$ cat src/rtl/dbg_lock_pkg.sv
package dbg_lock_pkg;
    localparam int OP_W = 3;
    localparam logic [OP_W-1:0] OP_GLOBAL_ERASE = 3'b111;

    typedef enum logic [1:0] {
        ST_OPEN,
        ST_LOCKED,
        ST_ERASING,
        ST_CLEARED
    } lock_state_t;
endpackage

$ cat src/rtl/dbg_lock_window.sv
module dbg_lock_window #(
    parameter int WIN_CYCLES = 16
) (
    input  logic clk,
    input  logic rst_n,
    output logic win_o
);
    localparam int CNT_W = $clog2(WIN_CYCLES + 1);
    localparam logic [CNT_W-1:0] LIMIT = CNT_W'(WIN_CYCLES);

    logic [CNT_W-1:0] cnt_q;

    always_ff @(posedge clk) begin
        if (!rst_n) begin
            cnt_q <= '0;
        end else if (cnt_q != LIMIT) begin
            cnt_q <= cnt_q + 1'b1;
        end
    end

    assign win_o = (cnt_q != LIMIT);
endmodule

$ cat src/rtl/dbg_lock_filter.sv
module dbg_lock_filter
    import dbg_lock_pkg::*;
(
    input  logic            clk,
    input  logic            rst_n,
    input  logic            valid_i,
    input  logic [OP_W-1:0] op_i,
    input  logic            secure_i,
    output logic            erase_grant_o,
    output logic            grant_o,
    output logic            reject_o
);
    logic is_erase;
    logic allow;
    logic grant_q;
    logic reject_q;

    always_comb begin
        is_erase      = (op_i == OP_GLOBAL_ERASE);
        allow         = !secure_i || is_erase;
        erase_grant_o = rst_n && valid_i && is_erase;
    end

    always_ff @(posedge clk) begin
        if (!rst_n) begin
            grant_q  <= 1'b0;
            reject_q <= 1'b0;
        end else begin
            grant_q  <= valid_i && allow;
            reject_q <= valid_i && !allow;
        end
    end

    assign grant_o  = grant_q;
    assign reject_o = reject_q;
endmodule

$ cat src/rtl/dbg_lock_fsm.sv
module dbg_lock_fsm
    import dbg_lock_pkg::*;
#(
    parameter bit NV_INIT = 1'b0
) (
    input  logic        clk,
    input  logic        rst_n,
    input  logic        set_ok_i,
    input  logic        erase_grant_i,
    input  logic        erase_done_i,
    output logic        secure_o,
    output lock_state_t state_o
);
    // Stored protection cell: not cleared by reset, it only follows the removal sequence.
    logic        nv_q    = NV_INIT;
    lock_state_t state_q = ST_OPEN;
    lock_state_t state_d;

    // Transitions taken while out of reset.
    always_comb begin
        state_d = state_q;
        unique case (state_q)
            ST_OPEN:    if (set_ok_i)      state_d = ST_LOCKED;
            ST_LOCKED:  if (erase_grant_i) state_d = ST_ERASING;
            ST_ERASING: if (erase_done_i)  state_d = ST_CLEARED;
            ST_CLEARED: state_d = ST_CLEARED;
            default:    state_d = ST_OPEN;
        endcase
    end

    // State register, with the stored cell handled in the same process.
    always_ff @(posedge clk) begin
        if (!rst_n) begin
            if (nv_q && state_q != ST_CLEARED) begin
                state_q <= ST_LOCKED;
            end else begin
                state_q <= ST_OPEN;
                nv_q    <= 1'b0;
            end
        end else begin
            state_q <= state_d;
            if (state_q == ST_OPEN && set_ok_i) begin
                nv_q <= 1'b1;
            end
        end
    end

    // Outputs.
    always_comb begin
        secure_o = nv_q;
        state_o  = state_q;
    end
endmodule

$ cat src/rtl/dbg_lock_ctrl.sv
module dbg_lock_ctrl
    import dbg_lock_pkg::*;
#(
    parameter int WIN_CYCLES = 16,
    parameter bit NV_INIT    = 1'b0
) (
    input  logic            clk,
    input  logic            rst_n,
    input  logic            set_req_i,
    input  logic            cmd_valid_i,
    input  logic [OP_W-1:0] cmd_op_i,
    input  logic            erase_done_i,
    output logic            grant_o,
    output logic            reject_o,
    output logic            secure_o,
    output logic            window_o
);
    logic        win;
    logic        secure;
    logic        erase_grant;
    lock_state_t state;

    dbg_lock_window #(.WIN_CYCLES(WIN_CYCLES)) u_window (
        .clk   (clk),
        .rst_n (rst_n),
        .win_o (win)
    );

    dbg_lock_fsm #(.NV_INIT(NV_INIT)) u_fsm (
        .clk           (clk),
        .rst_n         (rst_n),
        .set_ok_i      (set_req_i && win),
        .erase_grant_i (erase_grant),
        .erase_done_i  (erase_done_i),
        .secure_o      (secure),
        .state_o       (state)
    );

    dbg_lock_filter u_filter (
        .clk           (clk),
        .rst_n         (rst_n),
        .valid_i       (cmd_valid_i),
        .op_i          (cmd_op_i),
        .secure_i      (secure),
        .erase_grant_o (erase_grant),
        .grant_o       (grant_o),
        .reject_o      (reject_o)
    );

    assign secure_o = secure;
    assign window_o = win;
endmodule

$ cat config.mk
export PLATFORM = sky130hd
export DESIGN_NAME = dbg_lock_ctrl
export DESIGN_NICKNAME = d
export VERILOG_FILES = /design/src/rtl/dbg_lock_pkg.sv /design/src/rtl/dbg_lock_window.sv /design/src/rtl/dbg_lock_filter.sv /design/src/rtl/dbg_lock_fsm.sv /design/src/rtl/dbg_lock_ctrl.sv
export SDC_FILE = /design/constraint.sdc
export NUM_CORES = 1
export LEC_CHECK = 0
export ABC_AREA = 1
export CAP_MARGIN = 10
export CELL_PAD_IN_SITES_DETAIL_PLACEMENT = 1
export CELL_PAD_IN_SITES_GLOBAL_PLACEMENT = 1
export CORE_MARGIN = 4
export CORE_UTILIZATION = 29
export DETAILED_ROUTE_END_ITERATION = 7
export GPL_TIMING_DRIVEN = 0
export PLACE_DENSITY = 0.69
export SKIP_CTS_REPAIR_TIMING = 1
export SYNTH_ARGS = -nofsm -noshare
export SYNTH_HDL_FRONTEND = slang
export SYNTH_SLANG_ARGS = --single-unit
$ cat constraint.sdc
create_clock -name clk -period 1.2 [get_ports clk]
set_input_delay 0.3 -clock clk [delete_from_list [all_inputs] [get_ports clk]]
set_output_delay 0.3 -clock clk [all_outputs]
set_load 0.01 [all_outputs]
Yosys cells after proc, flatten, opt, wreduce, memory -nomap -nowiden

Index checks and enable logic that the tools add are counted.

Register bits after elaboration: 10
Latch bits: 0
Memory bits (writable): 0
Bits in read-only memories: 0
Output and inout port bits: 4
Word-level logic and storage cells: 39
Memories: 0

$add $sub $neg: 1
$mul: 0
Div/mod/pow operators: 0
Magnitude comparators: 0
Equal/unequal tests: 11
Shift operators: 0
Mux-type cells: 9
Bitwise operators: 0
Reduce and logical (&&, ||, !) cells: 13

Operators by type and width:

| kind                                                  | number |
|---|---|
| two-way mux 2 bit                                     | 4 |
| case mux 2 bit (4 select lines)                       | 1 |
| logical AND 1 bit                                     | 7 |
| inequality test 3 bit, second input constant          | 2 |
| adder 5 x 1 -> 5 bit, second input constant           | 1 |
| inequality test 5 bit, second input constant          | 1 |
| equality test 2 bit, second input constant            | 2 |
| two-way mux 1 bit                                     | 4 |
| inequality test 2 bit, second input constant          | 2 |
| equality test 3 bit, second input constant            | 1 |
| inequality test 3 x 2 -> 1 bit, second input constant | 1 |
| AND reduction 3 bit                                   | 1 |
| equality test 2 x 1 -> 1 bit, second input constant   | 1 |
| logical NOT 1 bit                                     | 2 |
| logical NOT 2 bit                                     | 1 |
| inequality test 2 x 1 -> 1 bit, second input constant | 1 |
| AND reduction 2 bit                                   | 1 |
| logical OR 1 bit                                      | 1 |

Logic depth before layout (Yosys ltp)

Gate-level depths: netlist of run 1.

Depth after elaboration: 5
Mapped depth: 7

By module

Synthesis of run 1 repeated with hierarchy kept, for this count alone.

Cell total of the unflattened synthesis: 68
Area, all modules: 506.7 um2

Modules (own cells, without submodules):

| module          | times used | cells each | area an instance (um2) | sequential area each (um2) |
|---|---|---|---|---|
| dbg_lock_window | 1          | 35         | 252.7                  | 100.1 |
| dbg_lock_fsm    | 1          | 23         | 172.7                  | 90.1 |
| dbg_lock_filter | 1          | 8          | 73.8                   | 40.0 |
| dbg_lock_ctrl   | 1          | 2          | 7.5                    | 0.0 |

Worst setup path after synthesis of run 1

OpenSTA, ideal clock, no wires.

Kind: register to register
From: register u_window.cnt_q[0]
To: register u_fsm.state_q[0] (netlist: u_fsm.state_o[0]), enable pin
Library setup time: 309 ps
Arrival time: 1,012 ps
Data required time: 891 ps
Path slack: -121 ps
Stages on the path, launching flop included: 8
Buffers on the path: 0
Period minus slack after synthesis: 1,321 ps
Cells stage by stage: dfxtp_1 -> inv_1 -> ha_1 -> nand2_1 -> inv_1 -> nand2_2 -> a21oi_1 -> nor2_1

Word-level cells in the longest chain between the ends: 4

Ends and longest elaborated chain:

| item                                            | line                  | RTL |
|---|---|---|
| from (decl)                                     | dbg_lock_window.sv:11 | `logic [CNT_W-1:0] cnt_q;` |
| from (signal assigned)                          | dbg_lock_window.sv:17 | `cnt_q <= cnt_q + 1'b1;` |
| inequality test 5 bit                           | dbg_lock_window.sv:21 | `assign win_o = (cnt_q != LIMIT);` |
| via window_o                                    | dbg_lock_ctrl.sv:16   | `output logic window_o` |
| logical AND 1 bit                               | dbg_lock_ctrl.sv:32   | `.set_ok_i (set_req_i && win),` |
| inequality test 3 x 2 -> 1 bit (no source line) | --                    |  |
| AND reduction 3 bit (no source line)            | --                    |  |
| to (signal assigned)                            | dbg_lock_fsm.sv:41    | `state_q <= state_d;` |
| to (decl)                                       | dbg_lock_fsm.sv:16    | `lock_state_t state_q = ST_OPEN;` |

The timed path passes the listed nets, and every way through them passes these cells.
A chain may end at the register's enable or synchronous reset.

Worst setup path after layout of run 1

From: register u_window.cnt_q[1]
To: output window_o

Word-level cells in the longest chain between the ends: 1

Ends and longest elaborated chain:

| item                  | line |
|---|---|
| inequality test 5 bit | dbg_lock_window.sv:21 |
| to (decl)             | dbg_lock_ctrl.sv:16 |

No other way between the ends.

==> results of run 1 <==
==> worst max-delay path, cell delays in order (launching register included) <==
cell,delay [ns]
dfxtp_4,0.35
inv_2,0.06
ha_4,0.12
nand2_2,0.05
inv_2,0.09
nand2_4,0.07
buf_6,0.12
==> cell families after synthesis <==
group | synth area share (%)
xor+xnor | 5.69
compound gates | 6.50
fa+ha+maj | 5.42
simple gates | 29.3
buf+inv | 3.25
flops | 49.9
==> power breakdown <==
part / switching, µW / internal [µW] / total (µW)
clock network: 113 / 120 / 233
logic: 115 / 107 / 221
registers: 47.3 / 416 / 463
total: 275 / 643 / 918
==> cell type report <==
type / instances / area share (%)
multi-input cells: 43 / 34.1
flip-flops and latches: 10 / 32.9
repair buffers: 19 / 24.1
clock buffers: 3 / 3.12
well taps: 16 / 2.77
inverters: 4 / 2.43
clock inverters: 1 / 0.520
==> cells in the mapped netlist <==
library cell / instances
nand2_1: 14
nor2_1: 9
dfxtp_1: 7
nand3_1: 6
a21oi_1: 5
inv_1: 4
edfxtp_1: 3
ha_1: 2
xor2_1: 2
nand2_2: 1
nand4_1: 1
nor2_2: 1
o21ai_1: 1
xnor2_1: 1
==> sequential cells by signal, summed over array words and instances, names as in the netlist <==
signal and count:
u_window.cnt_q 5, u_fsm.state_o 2, u_filter.grant_o 1, u_filter.reject_o 1, u_fsm.secure_o 1
==> final timing paths <==
check	cells past startpoint	startpoint	end	slack, ns
max reg2reg	8	u_window.cnt_q[1]$_SDFFE_PN0P_	u_fsm.secure_o$_DFFE_PP_	-0.14
min reg2reg	2	u_window.cnt_q[1]$_SDFFE_PN0P_	u_window.cnt_q[1]$_SDFFE_PN0P_	0.52
max	6	u_window.cnt_q[1]$_SDFFE_PN0P_	window_o	-0.24
min	3	rst_n	u_window.cnt_q[2]$_SDFFE_PN0P_	0.42
==> layer usage <==
layer / wire length [µm] / track usage [%] / vias to the layer above
li1: - / - / 237
met1: 479 / 12.4 / 215
met2: 587 / 12.9 / 7
met3: 47 / 5.64 / 0
met4: 0 / 3.23 / 0
met5: 0 / 0 / -
==> metrics by stage <==
stage | instance area (µm²) | hold slack [ns]
floorplan | 475 | 0.399
global placement | 606 | 0.504
detailed placement | 606 | 0.503
CTS | 632 | 0.522
global route | 722 | 0.438
finish | 722 | 0.421
==> results.py, run 1 <==
metrics = {
    "clocking": {
        "cts_tree": "built",
        "clk_latency_ns": 0.26,
        "cts.htree.levels": 1,
        "clkTransAtPathRegs_ns": 0.07,
        "cts.path.max_buffers": 2,
        "cts_sinks": 10,
        "cts_buffers": 3,
        "cts_root_buf": "clkbuf_4",
    },
    "yosys": {
        "synth.area.top_cells": "dfxtp_1 30%, edfxtp_1 20%, nand2_1 11%, nor2_1 7.3%, nand3_1 6.5%",
        "ys_types": 14,
        "synth_area_um2": 462,
        "ys_warn_count": 0,
        "avgSynthCellArea_um2": 8.10,
        "syn_inst": 57,
        "ys_ff_latch": 10,
        "yosysSeqAreaShare_pct": 49.9,
        "syn_nets": 67,
        "yosysTopAreaCell": "dfxtp_1",
        "synth_top_area_share_pct": 30.4,
    },
    "die": {
        "die_height_um": 47.9,
        "pin_count": 12,
        "design.die.area_mm2": 0.00229,
        "coreArea_mm2": 0.00151,
        "dieWidth_um": 47.9,
        "rows": 14,
        "initial_core_util_pct": 30.6,
    },
    "finish": {
        "layout_commonest_cell": "nand2_1",
        "areaGrowthSynthToFinish_pct": 56.4,
        "fin_util_pct": 47.9,
        "seq_area_um2": 238,
        "stdcell_count": 96,
        "final_cell_mix": "13 x nand2_1, 8 x nor2_1, 8 x buf_4",
        "diodes": 0,
        "drive_above_1_share_pct": 31.3,
        "fin_nets": 91,
        "multiInputGateArea_um2": 246,
        "nFillCells": 177,
    },
    "drt": {
        "vias_per_cell": 4.78,
        "drt_pass1_iterations": 2,
        "wl_per_cell_um": 11.6,
        "vias": 459,
        "drc_errors": 0,
        "dr.first_iter.drc_count": 5,
        "postRouteAntennaNets": 0,
        "drt-total-wl_um": 1110,
    },
    "sta": {
        "timing.final.crit_share_pct": 120,
        "final.setup.worst_slack_ns": -0.240,
        "fin_crit_ns": 1.44,
        "max_freq_ghz": 0.694,
        "skew_ns": 0.00380,
        "finalHoldViolCount": 0,
        "setup_violations": 4,
        "slew_violations": 0,
        "worst_slew_pin_slew_ns": 0.268,
        "max-slew-margin-rel_pct": 82.1,
        "final.setup.tns_ns": -0.640,
        "grt_setup_unrepaired": "true",
    },
    "power": {
        "p_total_uw": 918,
        "total_leakage_power_uw": 0.000349,
        "peakVddDrop_v": 0.000754,
        "power_density_mw_per_mm2": 1270,
    },
    "global_routing": {
        "grt_max_degree": 8,
        "grt_pass1_wl_um": 1470,
        "antenna_found_initial": 0,
        "grt-ovfl-total": 0,
        "grt_pass1_vias": 373,
        "track_usage_pct": 9.51,
    },
    "outcome": {
        "run_status": "finished with violations",
        "failed_checks": "negative setup slack",
    },
    "placement": {
        "routabilityCongestion": 0.688,
        "dp.cells": 84,
        "portBuffers": 11,
        "dp_slack_ns": -0.394,
        "dpl.hpwl_um": 759,
    },
    "critical_path": {
        "crit_fanout": 4,
        "required_ns": 0.90,
        "crit_type": "flip-flop to output pin",
        "worst_setup_path_start_kind": "flip-flop",
        "arrival_ns": 1.14,
        "end_kind": "output pin",
    },
    "min_path": {
        "hold_path_class": "primary input to flip-flop",
    },
    "flow_run": {
        "maxCapViolCount": 0,
    },
}
No activity file was read; power rests on OpenSTA's default activity.
==> inputs of run 2 (changes only) <==
--- a/config.mk
+++ b/config.mk
@@ -15,6 +15,7 @@
 export GPL_TIMING_DRIVEN = 0
 export PLACE_DENSITY = 0.69
 export SKIP_CTS_REPAIR_TIMING = 1
+export SLEW_MARGIN = 20
 export SYNTH_ARGS = -nofsm -noshare
 export SYNTH_HDL_FRONTEND = slang
 export SYNTH_SLANG_ARGS = --single-unit
==> results of run 2 <==
The final DEF is identical to that of run 1; final timing and power are the same.
==> inputs of run 3 (changes only) <==
--- a/config.mk
+++ b/config.mk
@@ -10,10 +10,10 @@
 export CELL_PAD_IN_SITES_DETAIL_PLACEMENT = 1
 export CELL_PAD_IN_SITES_GLOBAL_PLACEMENT = 1
 export CORE_MARGIN = 4
-export CORE_UTILIZATION = 29
+export CORE_UTILIZATION = 34
 export DETAILED_ROUTE_END_ITERATION = 7
 export GPL_TIMING_DRIVEN = 0
-export PLACE_DENSITY = 0.69
+export PLACE_DENSITY = 0.76
 export SKIP_CTS_REPAIR_TIMING = 1
 export SLEW_MARGIN = 20
 export SYNTH_ARGS = -nofsm -noshare
==> constraint.sdc (replaced) <==
create_clock -name clk -period 1.8 [get_ports clk]
set_input_delay 0.45 -clock clk [delete_from_list [all_inputs] [get_ports clk]]
set_output_delay 0.45 -clock clk [all_outputs]
set_load 0.01 [all_outputs]
==> results.py, run 3 (same netlist as run 1, synthesis figures left out) <==
metrics = {
    "power": {
        "power_density_mw_per_mm2": 941,
        "peakVddDrop_v": 0.000513,
        "total_leakage_power_uw": 0.000267,
    },
    "finish": {
        "areaGrowthSynthToFinish_pct": 34.7,
        "diodes": 0,
        "seq_area_um2": 233,
        "multiInputGateArea_um2": 216,
        "drive_above_1_share_pct": 12.3,
        "top_register": "u_window.cnt_q",
        "fin_nets": 84,
        "layout_commonest_cell": "nand2_1",
        "stdcell_count": 88,
        "fin_util_pct": 48.4,
        "nFillCells": 176,
        "stdcell_area_um2": 622,
        "final_cell_mix": "14 x nand2_1, 10 x clkdlybuf4s50_1, 9 x nor2_1",
        "largest_reg_flops": 5,
    },
    "die": {
        "rows": 13,
        "initial_core_util_pct": 35.9,
        "dieWidth_um": 44.9,
        "die_height_um": 44.9,
        "pin_count": 12,
        "design.die.area_mm2": 0.00201,
        "coreArea_mm2": 0.00128,
    },
    "drt": {
        "wl_met3_um": 53,
        "routed.top_layer": "met3",
        "dr.first_iter.drc_count": 6,
        "drc_errors": 0,
        "wl_per_cell_um": 11.4,
        "drt-total-wl_um": 1000,
        "drt_pass1_iterations": 4,
        "vias_per_cell": 4.81,
        "dr_wl_met2_um": 493,
        "vias": 423,
        "met1_length_um": 457,
        "postRouteAntennaNets": 0,
    },
    "sta": {
        "final.setup.worst_slack_ns": 0.125,
        "grt_setup_unrepaired": "false",
        "finalHoldViolCount": 0,
        "max_freq_ghz": 0.597,
        "skew_ns": 0.00890,
        "timing.final.crit_share_pct": 93.1,
        "fin_crit_ns": 1.68,
        "max-slew-margin-rel_pct": 84.3,
        "worst_slew_pin_slew_ns": 0.235,
        "setup_violations": 0,
        "final.setup.tns_ns": 0,
        "slew_violations": 0,
    },
    "clocking": {
        "cts_buffers": 3,
        "cts_sinks": 10,
        "clk_latency_ns": 0.26,
        "cts_tree": "built",
        "clkTransAtPathRegs_ns": 0.06,
        "cts_root_buf": "clkbuf_4",
        "cts.path.max_buffers": 2,
        "cts.htree.levels": 1,
    },
    "critical_path": {
        "rr_worst_depth": 8,
        "cp_top_family": "buffers and inverters",
        "crit_chain": "clkdlybuf4s50_1",
        "r2r_start": "u_window.cnt_q[0]$_SDFFE_PN0P_",
        "worst_setup_path_start_kind": "flip-flop",
        "rrSetupSlack_ns": 0.35,
        "slowest_stage": "clkdlybuf4s50_1",
        "arrival_ns": 1.23,
        "crit_fanout": 4,
        "end_kind": "output pin",
        "crit_type": "flip-flop to output pin",
        "timing.rr.end": "u_fsm.state_o[0]$_DFFE_PP_",
        "cp_num_buf_inv": 1,
        "cp_slowest_stage_delay_ns": 0.56,
        "required_ns": 1.35,
    },
    "min_path": {
        "hold_path_startpoint": "u_window.cnt_q[1]$_SDFFE_PN0P_",
        "whs_endpoint": "u_window.cnt_q[1]$_SDFFE_PN0P_",
        "hold_path_class": "flip-flop to flip-flop",
        "hold_path_depth": 2,
    },
    "global_routing": {
        "antenna_found_initial": 0,
        "track_usage_pct": 10.9,
        "grt_pass1_vias": 388,
        "grt-ovfl-total": 0,
        "grt_max_degree": 8,
        "grt_pass1_wl_um": 1560,
    },
    "flow_run": {
        "maxCapViolCount": 0,
    },
    "placement": {
        "routabilityCongestion": 0.718,
        "place_area_um2": 591,
        "dpl.hpwl_um": 802,
        "portBuffers": 11,
        "dp_slack_ns": -0.0912,
        "dp.cells": 83,
    },
    "outcome": {
        "run_status": "finished clean",
    },
}
[run 3: cell count changes in the layout (fill, tap and decap cells not counted), sizes merged]
cell,previous run,this run
clkbuf,4,5
dlymetal6s2s,3,0
buf,9,1
clkdlybuf4s50,6,10
clkinv,1,0
[run 3: through the flow]
step	total power [µW]	hold WS, ns
final	585	0.509
after global routing	633	0.548
after CTS	593	0.525
after detailed placement	438	0.508
after global placement	432	0.500
after floorplan	382	0.479
[run 3: per-layer routing]
layer  track usage (%)  vias up
li1                  -      218
met1              13.6      194
met2              16.9       11
met4              1.75        0
met5                 0        -
met3              5.98        0
[run 3: area by class of cell]
type | count | area share (%)
tap | 15 | 3.02
clock buffer | 4 | 4.23
timing repair buffer | 12 | 18.1
multi-input combinational | 43 | 34.8
inverter | 4 | 2.41
sequential | 10 | 37.4
[run 3: worst max-delay path by stage]
stage          slack, ns                            from  cells past startpoint                         end
2_1_floorplan       0.48  u_window.cnt_q[0]$_SDFFE_PN0P_                      7  u_fsm.state_o[0]$_DFFE_PP_
3_3_place_gp       -0.05  u_window.cnt_q[0]$_SDFFE_PN0P_                      6                    window_o
3_5_place_dp       -0.09  u_window.cnt_q[0]$_SDFFE_PN0P_                      6                    window_o
4_1_cts            -0.38  u_window.cnt_q[0]$_SDFFE_PN0P_                      6                    window_o
5_1_grt             0.05  u_window.cnt_q[0]$_SDFFE_PN0P_                      6                    window_o
6_report            0.12        u_fsm.secure_o$_DFFE_PP_                      1                    secure_o
[run 3: power breakdown]
group	leakage [µW]	internal (µW)	switching, µW	total [µW]
registers	0.0000879	278	32.8	311
logic	0.000164	57.7	63.4	121
clock network	0.0000150	85.2	67.7	153
total	0.000267	421	164	585
